File: src/rtl/pcs_pkg.sv
package pcs_pkg;

   typedef enum logic [3:0] {
      CLS_SEQ    = 4'd0,
      CLS_SREL   = 4'd1,
      CLS_ABS    = 4'd2,
      CLS_LONG   = 4'd3,
      CLS_IND    = 4'd4,
      CLS_BRANCH = 4'd5,
      CLS_SCALL  = 4'd6,
      CLS_LCALL  = 4'd7,
      CLS_RET    = 4'd8,
      CLS_PUSH   = 4'd9,
      CLS_POP    = 4'd10
   } op_cls_e;

   typedef enum logic [3:0] {
      ST_IDLE,
      ST_CALL_LO,
      ST_CALL_HI,
      ST_RET_HI,
      ST_RET_LO,
      ST_RET_END,
      ST_PUSH_WR,
      ST_POP_RD,
      ST_POP_END
   } seq_st_e;

   function automatic logic uses_stack(input op_cls_e c);
      return (c == CLS_SCALL) || (c == CLS_LCALL) || (c == CLS_RET) ||
             (c == CLS_PUSH)  || (c == CLS_POP);
   endfunction

endpackage

File: src/rtl/pcs_target.sv
module pcs_target
   import pcs_pkg::*;
#(
   parameter int PC_W  = 16,
   parameter int ABS_W = 11,
   parameter int OFF_W = 8,
   parameter int LEN_W = 2,
   parameter int ACC_W = 8
) (
   input  logic [PC_W-1:0]  cur_pc,
   input  op_cls_e          cls,
   input  logic [LEN_W-1:0] len,
   input  logic [OFF_W-1:0] off,
   input  logic [ABS_W-1:0] abs_s,
   input  logic [PC_W-1:0]  abs_l,
   input  logic             taken,
   input  logic [ACC_W-1:0] acc,
   input  logic [PC_W-1:0]  dptr,
   output logic [PC_W-1:0]  next_pc,
   output logic [PC_W-1:0]  ret_pc
);

   localparam int EXT_W = PC_W - OFF_W;

   logic [PC_W-1:0] seq_pc;
   logic [PC_W-1:0] rel_pc;
   logic [PC_W-1:0] splice_pc;
   logic [PC_W-1:0] ind_pc;

   assign seq_pc = cur_pc + PC_W'(len);
   assign rel_pc = seq_pc + {{EXT_W{off[OFF_W-1]}}, off};
   assign ind_pc = dptr + PC_W'(acc);

   generate
      if (ABS_W >= PC_W) begin : g_full_abs
         assign splice_pc = abs_s[PC_W-1:0];
      end else begin : g_splice_abs
         assign splice_pc = {cur_pc[PC_W-1:ABS_W], abs_s};
      end
   endgenerate

   assign ret_pc = seq_pc;

   always_comb begin
      unique case (cls)
         CLS_SREL:              next_pc = rel_pc;
         CLS_ABS, CLS_SCALL:    next_pc = splice_pc;
         CLS_LONG, CLS_LCALL:   next_pc = abs_l;
         CLS_IND:               next_pc = ind_pc;
         CLS_BRANCH:            next_pc = taken ? rel_pc : seq_pc;
         default:               next_pc = seq_pc;
      endcase
   end

endmodule

File: src/rtl/pcs_stack_fsm.sv
module pcs_stack_fsm
   import pcs_pkg::*;
#(
   parameter int DW     = 8,
   parameter int SPW    = 8,
   parameter int PCW    = 16,
   parameter logic [SPW-1:0] SP_RST = 8'h07
) (
   input  logic            clk,
   input  logic            rst_n,
   input  logic            accept,
   input  op_cls_e         cls,
   input  logic [PCW-1:0]  ret_pc,
   input  logic [PCW-1:0]  tgt_pc,
   input  logic [DW-1:0]   push_data,
   input  logic [DW-1:0]   ram_rdata,
   output logic            ram_we,
   output logic            ram_re,
   output logic [SPW-1:0]  ram_addr,
   output logic [DW-1:0]   ram_wdata,
   output logic [SPW-1:0]  sp,
   output logic            busy,
   output logic            pc_upd,
   output logic [PCW-1:0]  pc_upd_val,
   output logic [DW-1:0]   pop_data,
   output logic            pop_valid
);

   localparam logic [SPW-1:0] STEP1 = SPW'(1);
   localparam logic [SPW-1:0] STEP2 = SPW'(2);

   seq_st_e         st;
   logic [PCW-1:0]  ret_q;
   logic [PCW-1:0]  tgt_q;
   logic [DW-1:0]   dat_q;
   logic [DW-1:0]   hi_q;

   always_ff @(posedge clk) begin
      if (!rst_n) begin
         st        <= ST_IDLE;
         sp        <= SP_RST;
         ret_q     <= '0;
         tgt_q     <= '0;
         dat_q     <= '0;
         hi_q      <= '0;
         pop_data  <= '0;
         pop_valid <= 1'b0;
      end else begin
         pop_valid <= 1'b0;
         unique case (st)
            ST_IDLE: begin
               if (accept) begin
                  ret_q <= ret_pc;
                  tgt_q <= tgt_pc;
                  dat_q <= push_data;
                  unique case (cls)
                     CLS_SCALL, CLS_LCALL: st <= ST_CALL_LO;
                     CLS_RET:              st <= ST_RET_HI;
                     CLS_PUSH:             st <= ST_PUSH_WR;
                     CLS_POP:              st <= ST_POP_RD;
                     default:              st <= ST_IDLE;
                  endcase
               end
            end
            ST_CALL_LO: st <= ST_CALL_HI;
            ST_CALL_HI: begin
               sp <= sp + STEP2;
               st <= ST_IDLE;
            end
            ST_RET_HI:  st <= ST_RET_LO;
            ST_RET_LO: begin
               hi_q <= ram_rdata;
               st   <= ST_RET_END;
            end
            ST_RET_END: begin
               sp <= sp - STEP2;
               st <= ST_IDLE;
            end
            ST_PUSH_WR: begin
               sp <= sp + STEP1;
               st <= ST_IDLE;
            end
            ST_POP_RD:  st <= ST_POP_END;
            ST_POP_END: begin
               pop_data  <= ram_rdata;
               pop_valid <= 1'b1;
               sp        <= sp - STEP1;
               st        <= ST_IDLE;
            end
            default:    st <= ST_IDLE;
         endcase
      end
   end

   always_comb begin
      ram_we     = 1'b0;
      ram_re     = 1'b0;
      ram_addr   = sp;
      ram_wdata  = '0;
      pc_upd     = 1'b0;
      pc_upd_val = tgt_q;
      unique case (st)
         ST_CALL_LO: begin
            ram_we    = 1'b1;
            ram_addr  = sp + STEP1;
            ram_wdata = ret_q[DW-1:0];
         end
         ST_CALL_HI: begin
            ram_we    = 1'b1;
            ram_addr  = sp + STEP2;
            ram_wdata = ret_q[PCW-1:DW];
            pc_upd    = 1'b1;
         end
         ST_RET_HI: begin
            ram_re   = 1'b1;
            ram_addr = sp;
         end
         ST_RET_LO: begin
            ram_re   = 1'b1;
            ram_addr = sp - STEP1;
         end
         ST_RET_END: begin
            pc_upd     = 1'b1;
            pc_upd_val = {hi_q, ram_rdata};
         end
         ST_PUSH_WR: begin
            ram_we    = 1'b1;
            ram_addr  = sp + STEP1;
            ram_wdata = dat_q;
            pc_upd    = 1'b1;
         end
         ST_POP_RD: begin
            ram_re   = 1'b1;
            ram_addr = sp;
         end
         ST_POP_END: pc_upd = 1'b1;
         default: ;
      endcase
   end

   assign busy = (st != ST_IDLE);

endmodule

File: src/rtl/pc_stack_seq.sv
module pc_stack_seq
   import pcs_pkg::*;
#(
   parameter int DW     = 8,
   parameter int PC_W   = 16,
   parameter int SP_W   = 8,
   parameter int ABS_W  = 11,
   parameter int LEN_W  = 2,
   parameter logic [PC_W-1:0] PC_RST = 16'h0000,
   parameter logic [SP_W-1:0] SP_RST = 8'h07
) (
   input  logic              clk,
   input  logic              rst_n,
   input  logic              start,
   input  logic [3:0]        op_class,
   input  logic [LEN_W-1:0]  instr_len,
   input  logic [DW-1:0]     rel_off,
   input  logic [ABS_W-1:0]  abs_addr11,
   input  logic [PC_W-1:0]   abs_addr16,
   input  logic              taken,
   input  logic [DW-1:0]     acc,
   input  logic [PC_W-1:0]   dptr,
   input  logic [DW-1:0]     push_data,
   input  logic [DW-1:0]     ram_rdata,
   output logic              ram_we,
   output logic              ram_re,
   output logic [SP_W-1:0]   ram_addr,
   output logic [DW-1:0]     ram_wdata,
   output logic [PC_W-1:0]   pc,
   output logic [SP_W-1:0]   sp,
   output logic              busy,
   output logic [DW-1:0]     pop_data,
   output logic              pop_valid
);

   generate
      if (PC_W != 2 * DW) begin : g_bad_pc_w
         $error("PC_W must be twice DW: return address is stored as two bytes");
      end
      if (ABS_W > PC_W) begin : g_bad_abs_w
         $error("ABS_W must not exceed PC_W");
      end
      if (SP_W < 2) begin : g_bad_sp_w
         $error("SP_W too small");
      end
   endgenerate

   op_cls_e         cls;
   logic            accept;
   logic [PC_W-1:0] next_pc;
   logic [PC_W-1:0] ret_pc;
   logic            pc_upd;
   logic [PC_W-1:0] pc_upd_val;

   assign cls    = op_cls_e'(op_class);
   assign accept = start && !busy;

   pcs_target #(
      .PC_W  (PC_W),
      .ABS_W (ABS_W),
      .OFF_W (DW),
      .LEN_W (LEN_W),
      .ACC_W (DW)
   ) u_target (
      .cur_pc  (pc),
      .cls     (cls),
      .len     (instr_len),
      .off     (rel_off),
      .abs_s   (abs_addr11),
      .abs_l   (abs_addr16),
      .taken   (taken),
      .acc     (acc),
      .dptr    (dptr),
      .next_pc (next_pc),
      .ret_pc  (ret_pc)
   );

   pcs_stack_fsm #(
      .DW     (DW),
      .SPW    (SP_W),
      .PCW    (PC_W),
      .SP_RST (SP_RST)
   ) u_stack (
      .clk        (clk),
      .rst_n      (rst_n),
      .accept     (accept),
      .cls        (cls),
      .ret_pc     (ret_pc),
      .tgt_pc     (next_pc),
      .push_data  (push_data),
      .ram_rdata  (ram_rdata),
      .ram_we     (ram_we),
      .ram_re     (ram_re),
      .ram_addr   (ram_addr),
      .ram_wdata  (ram_wdata),
      .sp         (sp),
      .busy       (busy),
      .pc_upd     (pc_upd),
      .pc_upd_val (pc_upd_val),
      .pop_data   (pop_data),
      .pop_valid  (pop_valid)
   );

   always_ff @(posedge clk) begin
      if (!rst_n) begin
         pc <= PC_RST;
      end else if (pc_upd) begin
         pc <= pc_upd_val;
      end else if (accept && !uses_stack(cls)) begin
         pc <= next_pc;
      end
   end

endmodule

File: config.mk
export PLATFORM = sky130hd
export DESIGN_NAME = pc_stack_seq
export DESIGN_NICKNAME = d
export VERILOG_FILES = /design/src/rtl/pcs_pkg.sv /design/src/rtl/pcs_target.sv /design/src/rtl/pcs_stack_fsm.sv /design/src/rtl/pc_stack_seq.sv
export SDC_FILE = /design/constraint.sdc
export NUM_CORES = 1
export LEC_CHECK = 0
export ABC_CLOCK_PERIOD_IN_PS = 11500
export BUFFER_PORTS_ARGS = -buffer_cell sky130_fd_sc_hd__buf_2
export CAP_MARGIN = 20
export CORE_MARGIN = 2
export CORE_UTILIZATION = 25
export CTS_CLUSTER_SIZE = 25
export DETAILED_ROUTE_END_ITERATION = 16
export MAX_ROUTING_LAYER = met4
export SLEW_MARGIN = 20
export SYNTH_ARGS = -nofsm -noshare
export SYNTH_HDL_FRONTEND = slang
export SYNTH_SLANG_ARGS = --single-unit
export TNS_END_PERCENT = 10
File: constraint.sdc
create_clock -name clk -period 11.5 [get_ports clk]
set_input_delay 2.3 -clock clk [delete_from_list [all_inputs] [get_ports clk]]
set_output_delay 2.3 -clock clk [all_outputs]
set_load 0.03 [all_outputs]
Word-level counts from Yosys, hierarchy flattened
Cells that the tools add are included.
- register bits after elaboration: 85
- bits of input ports: 85
- output and inout port bits: 52
- word-level logic and storage cells: 70
- add/sub/neg operators: 7
- equality and inequality tests: 19
- muxes and demuxes: 15
- reduce and logical (&&, ||, !) cells: 20
- operator list (operator ; number):
    one-hot mux 16 bit (5 select lines) ; 1
    two-way mux 16 bit ; 4
    one-hot mux 8 bit (3 select lines) ; 2
    == test 4 x 3 -> 1 bit, second input constant ; 8
    one-hot mux 8 bit (4 select lines) ; 1
    one-hot mux 4 bit (5 select lines) ; 1
    adder 16 bit ; 1
    adder 16 x 2 -> 16 bit ; 1
    adder 16 x 8 -> 16 bit ; 1
    == test 4 x 2 -> 1 bit, second input constant ; 4
    == test 4 bit, second input constant ; 4
    one-hot mux 3 bit (4 select lines) ; 1
    adder 8 x 1 -> 8 bit, second input constant ; 1
    adder 8 x 2 -> 8 bit, second input constant ; 1
    == test 4 x 1 -> 1 bit, second input constant ; 2
    nonzero test 4 bit ; 2
    OR reduction 2 bit ; 4
    subtractor 8 x 1 -> 8 bit, second input constant ; 1
    subtractor 8 x 2 -> 8 bit, second input constant ; 1
    OR reduction 3 bit ; 2
    zero test 4 bit ; 1
    logical OR 1 bit ; 4
    two-way mux 1 bit ; 4
    two-way mux 4 bit ; 1
    other kinds (6) ; 8

Depth between registers and ports, before layout
- depth in word-level cells: 9
- mapped depth: 15
- gate-level depth less buffers: 14

Hierarchy
A second synthesis with hierarchy kept.
- cell total of the unflattened synthesis: 918
- area, all modules: 7006.7 sq um
- modules (own cells, without submodules) (module ; instances ; cells each ; area an instance (sq um) ; sequential area each (sq um)):
    pcs_stack_fsm ; 1 ; 537 ; 3972.6 ; 1381.3
    pcs_target ; 1 ; 266 ; 1986.9 ; 0.0
    pc_stack_seq ; 1 ; 115 ; 1047.3 ; 320.3

Worst setup path after synthesis
No wires, ideal clock.
- kind: in2reg
- from: input instr_len[0]
- to: register u_stack.tgt_q[11]
- library setup time: 133 ps
- arrival: 5157 ps
- data required time: 11367 ps
- slack: 6211 ps
- stages on the path: 14
- path buffers: 1
- cells stage by stage: ha_1 fa_1 and3_1 clkbuf_1 nand3_1 xor2_1 inv_1 ha_1 a211o_1 o21a_4 a221oi_2 xnor2_1 a221oi_2 a21oi_1
- word-level cells in the longest chain between the ends: 4
- ends and longest elaborated chain (item ; RTL line ; RTL):
    start: declaration ; pc_stack_seq.sv:16 ; input logic [LEN_W-1:0] instr_len,
    adder 16 x 2 -> 16 bit (*) ; pcs_target.sv:30 ; assign seq_pc = cur_pc + PC_W'(len);
    via ret_pc[6] ; pc_stack_seq.sv:51 ; logic [PC_W-1:0] ret_pc;
    adder 16 bit (*) ; pcs_target.sv:31 ; assign rel_pc = seq_pc + {{EXT_W{off[OFF_W-1]}}, off};
    two-way mux 16 bit ; pcs_target.sv:50 ; CLS_BRANCH: next_pc = taken ? rel_pc : seq_pc;
    one-hot mux 16 bit (5 select lines) (*) ; pcs_target.sv:45 ; unique case (cls)
    end signal: assignment ; pcs_stack_fsm.sv:54 ; tgt_q <= tgt_pc;
    end: declaration ; pcs_stack_fsm.sv:34 ; logic [PCW-1:0] tgt_q;
The timed path passes the listed nets; every way through them passes the cells marked *.
A chain may end at the register's enable or synchronous reset.

Worst setup path after layout
- from: input instr_len[0]
- to: register u_stack.tgt_q[9]
The elaborated chain is that of the path after synthesis.

==> results.sh <==
export IMPL_area_growth_pct=18.7
export IMPL_root_buffer="clkbuf_16"
export IMPL_max_freq_mhz=182
export IMPL_p_per_area_mw_per_mm2=117
export IMPL_final_nets=1038
export IMPL_globalRouteOverflowTotal=0
export IMPL_p_clk_share_pct=35.4
export IMPL_critPathSlowestCell="fa_1"
export IMPL_fp_dieArea_mm2=0.0267
export IMPL_cts_made_buffers=9
export IMPL_cts_sinks=85
export IMPL_grt_pass1_wl_um=34900
export IMPL_cts_resized_gates=0
export IMPL_vias=6613
export IMPL_finalMaxSlewViolations=0
export IMPL_port_buffers=136
export IMPL_htreeDepth=3
export IMPL_critPathCapture="u_stack.tgt_q[9]"
export IMPL_relSlewSlack_pct=24.1
export IMPL_ys_seq_area_share_pct=26.8
export IMPL_clk_latency_ns=0.36
export IMPL_rsz0062_at_grt="false"
export IMPL_cp_depth=14
export IMPL_fin_skew_ns=0.0132
export IMPL_hold_depth=2
export IMPL_finalWirelength_um=23000
export IMPL_cp_end_kind="register"
export IMPL_clk_pin_slew_ns=0.07
export IMPL_worstRegToRegCells=13
export IMPL_syn_nets=939
export IMPL_antenna_left=0
export IMPL_crit_buf_inv=2
export IMPL_hold_viol=0
export IMPL_ys_top_cells_by_count="nand2_1 (92), a21oi_1 (91), dfxtp_1 (85), nor2_1 (72), o21ai_0 (34)"
export IMPL_min_period_over_period_pct=47.7
export IMPL_timing_rr_end="u_stack.tgt_q[9]"
export IMPL_pwr_share_seq_pct=37.9
export IMPL_synth_edf_count=0
export IMPL_synth_most_common_cell="nand2_1"
export IMPL_required_ns=11.71
export IMPL_route_detailed_drc=0
export IMPL_setup_tns_ns=0
export IMPL_status="completed"
export IMPL_ctsHoldBuffers=0
export IMPL_setup_viol=0
export IMPL_synth_ff_type="dfxtp_1"
export IMPL_holdWs_ns=0.454
export IMPL_dieWidth_um=163
export IMPL_worst_pin_slew_ns=1.13
export IMPL_layout_drive_gt1_share_pct=19.9
export IMPL_cap_violations=0
export IMPL_gp_congestion=0.959
export IMPL_cp_top_family="compound AO/OA/AOI/OAI gates"
export IMPL_ir_drop_mv=0.0758
export IMPL_arrival_ns=5.69
export IMPL_combPwrFrac_pct=26.7
export IMPL_cts_tree="done"
export IMPL_clockBufferDepth=2
export IMPL_critPathKind="input pin to register"
export IMPL_r2r_start="pc[0]"
export IMPL_dr_pass1_iters=6
export IMPL_syn_area_mm2=0.00636
export IMPL_yosysWarnings=0
export IMPL_path_common_cell="ha_1"
export IMPL_power_switching_w=0.000311
export IMPL_power_internal_w=0.000573
export IMPL_postSynthAreaPerCell_um2=7.76
export IMPL_synth_seq_cells=85
export IMPL_ys_top_cells_by_area="dfxtp_1 (27%), a21oi_1 (7.2%), ha_1 (6.1%)"
export IMPL_viasPerCell=5.27
export IMPL_yosysUniqueCellTypes=78
export IMPL_critPathLaunchType="input pin"
export IMPL_startpoint="instr_len[0]"
export IMPL_synth_top_cell_by_area="dfxtp_1"
export IMPL_hp_class="register to register"
export IMPL_critPathMaxStageDelay_ns=0.43
export IMPL_grt_pass1_vias=6118
export IMPL_syn_inst=820
export IMPL_coreArea_mm2=0.0251
export IMPL_ios=137
export IMPL_grt_max_degree=69
export IMPL_antenna_found_initial=1
export IMPL_rrSetupSlack_ns=7.70
export IMPL_grt_use_total_pct=17.3
export IMPL_path_max_fanout=8
export IMPL_wire_per_inst_um=18.3
export IMPL_post_cts_buffers=0
export IMPL_swShare_pct=35.2
export IMPL_cp_cell_sequence="buf_2 > ha_1 > fa_1 > and3_1 > nand3_1 > xor2_1 > inv_1 > ha_1 > a211o_1 > o21a_4 > a31oi_1 > xnor2_1 > a221oi_1 > a21oi_1"
export IMPL_start_util_pct=25.3
export IMPL_synth_top_area_share_pct=26.8
export IMPL_row_count=58
export IMPL_p_leak_nw=3.25
export IMPL_place_hpwl_um=17300
export IMPL_period_needed_ns=5.49
export IMPL_synth_async_sr_flop_share_pct=0
export IMPL_drtIter0Drc=610
export IMPL_die_height_um=163
-- worst reg2reg max path, stage by stage (launching register included) --
cell and delay [ns]:
dfxtp_1 0.37, ha_1 0.27, fa_1 0.43, and3_1 0.28, nand3_1 0.12, xor2_1 0.35, inv_1 0.09, ha_1 0.38
a211o_1 0.30, o21a_4 0.23, a31oi_1 0.21, xnor2_1 0.09, a221oi_1 0.41, a21oi_1 0.12
-- cells in the final DEF, fill, tap and decap left out, types with 25 or more instances in the layout --
cell	netlist	routed
inv_1	31	30
mux2i_1	33	33
a21oi_1	91	91
buf_2	15	136
nand2_1	92	92
ha_1	31	31
xnor2_1	25	25
o21ai_0	34	34
nor2_1	72	72
a211oi_1	30	30
dfxtp_1	85	85
-- worst min-delay path by stage --
stage | slack, ns | from | endpoint
final | 0.45 | u_stack.pop_data[3] | u_stack.pop_data[3]
after global routing | 0.47 | u_stack.pop_data[3] | u_stack.pop_data[3]
after CTS | 0.45 | u_stack.pop_data[3] | u_stack.pop_data[3]
after detailed placement | 0.44 | u_stack.pop_data[3] | u_stack.pop_data[3]
after global placement | 0.44 | u_stack.pop_data[5] | u_stack.pop_data[5]
after floorplan | 0.44 | u_stack.hi_q[7] | u_stack.hi_q[7]
-- power by group through the flow --
stage / Sequential [W] / Combinational [W] / Clock, W
2_1_floorplan: 0.000339 / 0.000160 / 0
3_3_place_gp: 0.000341 / 0.000233 / 0
3_5_place_dp: 0.000341 / 0.000234 / 0
4_1_cts: 0.000335 / 0.000236 / 0.000321
5_1_grt: 0.000337 / 0.000259 / 0.000332
6_report: 0.000335 / 0.000236 / 0.000313
-- registers in the layout, indices dropped and copies added (netlist names), 4 cells and up --
signal	flops
pc	16
u_stack.ret_q	16
u_stack.tgt_q	16
u_stack.dat_q	8
u_stack.hi_q	8
u_stack.pop_data	8
u_stack.sp	8
u_stack.st	4
-- per-layer routing --
metal | up-vias | share of wire [%] | wire length [um] | GRT usage (%)
li1 | 3201 | - | - | -
met1 | 3161 | 45 | 10300 | 22.1
met2 | 206 | 47 | 10900 | 27.7
met3 | 45 | 5.1 | 1180 | 3.30
met4 | 0 | 2.7 | 614 | 5.66
met5 | - | 0 | 0 | -
-- final cells by class --
class | instances | area, um2
diodes | 1 | 2.50
clock buffers | 9 | 225
clock inverters | 7 | 81.3
fillers | 2796 | 17600
inverters | 31 | 116
multi-input cells | 651 | 4290
flip-flops and latches | 85 | 1700
well taps | 330 | 413
repair buffers | 141 | 718
-- stage by stage --
step                instance area (um2)  setup slack [ns]  util (%)  std cells  total power [W]
finish                             7550              6.01      30.1       1255         0.000884
global route                       7550              5.79      30.1       1255         0.000928
floorplan                          6360              6.21         -        820         0.000500
CTS                                7550              6.07      30.1       1254         0.000891
detailed placement                 7240              5.71      28.8       1238         0.000576
global placement                   7240              5.75      28.8       1238         0.000574
-- kinds of logic (layout without fill, tap and decap cells) --
group | after synthesis | count (layout) | share of synthesized area (%)
simple gates | 275 | 275 | 21.3
flops | 85 | 85 | 26.8
xor+xnor | 46 | 46 | 6.33
fa+ha+maj | 34 | 34 | 7.04
other cells | 0 | 1 | 0
buf+inv | 84 | 188 | 5.78
mux | 33 | 33 | 5.19
compound gates | 263 | 263 | 27.5
Note: power is estimated with default switching activity, not from simulation.
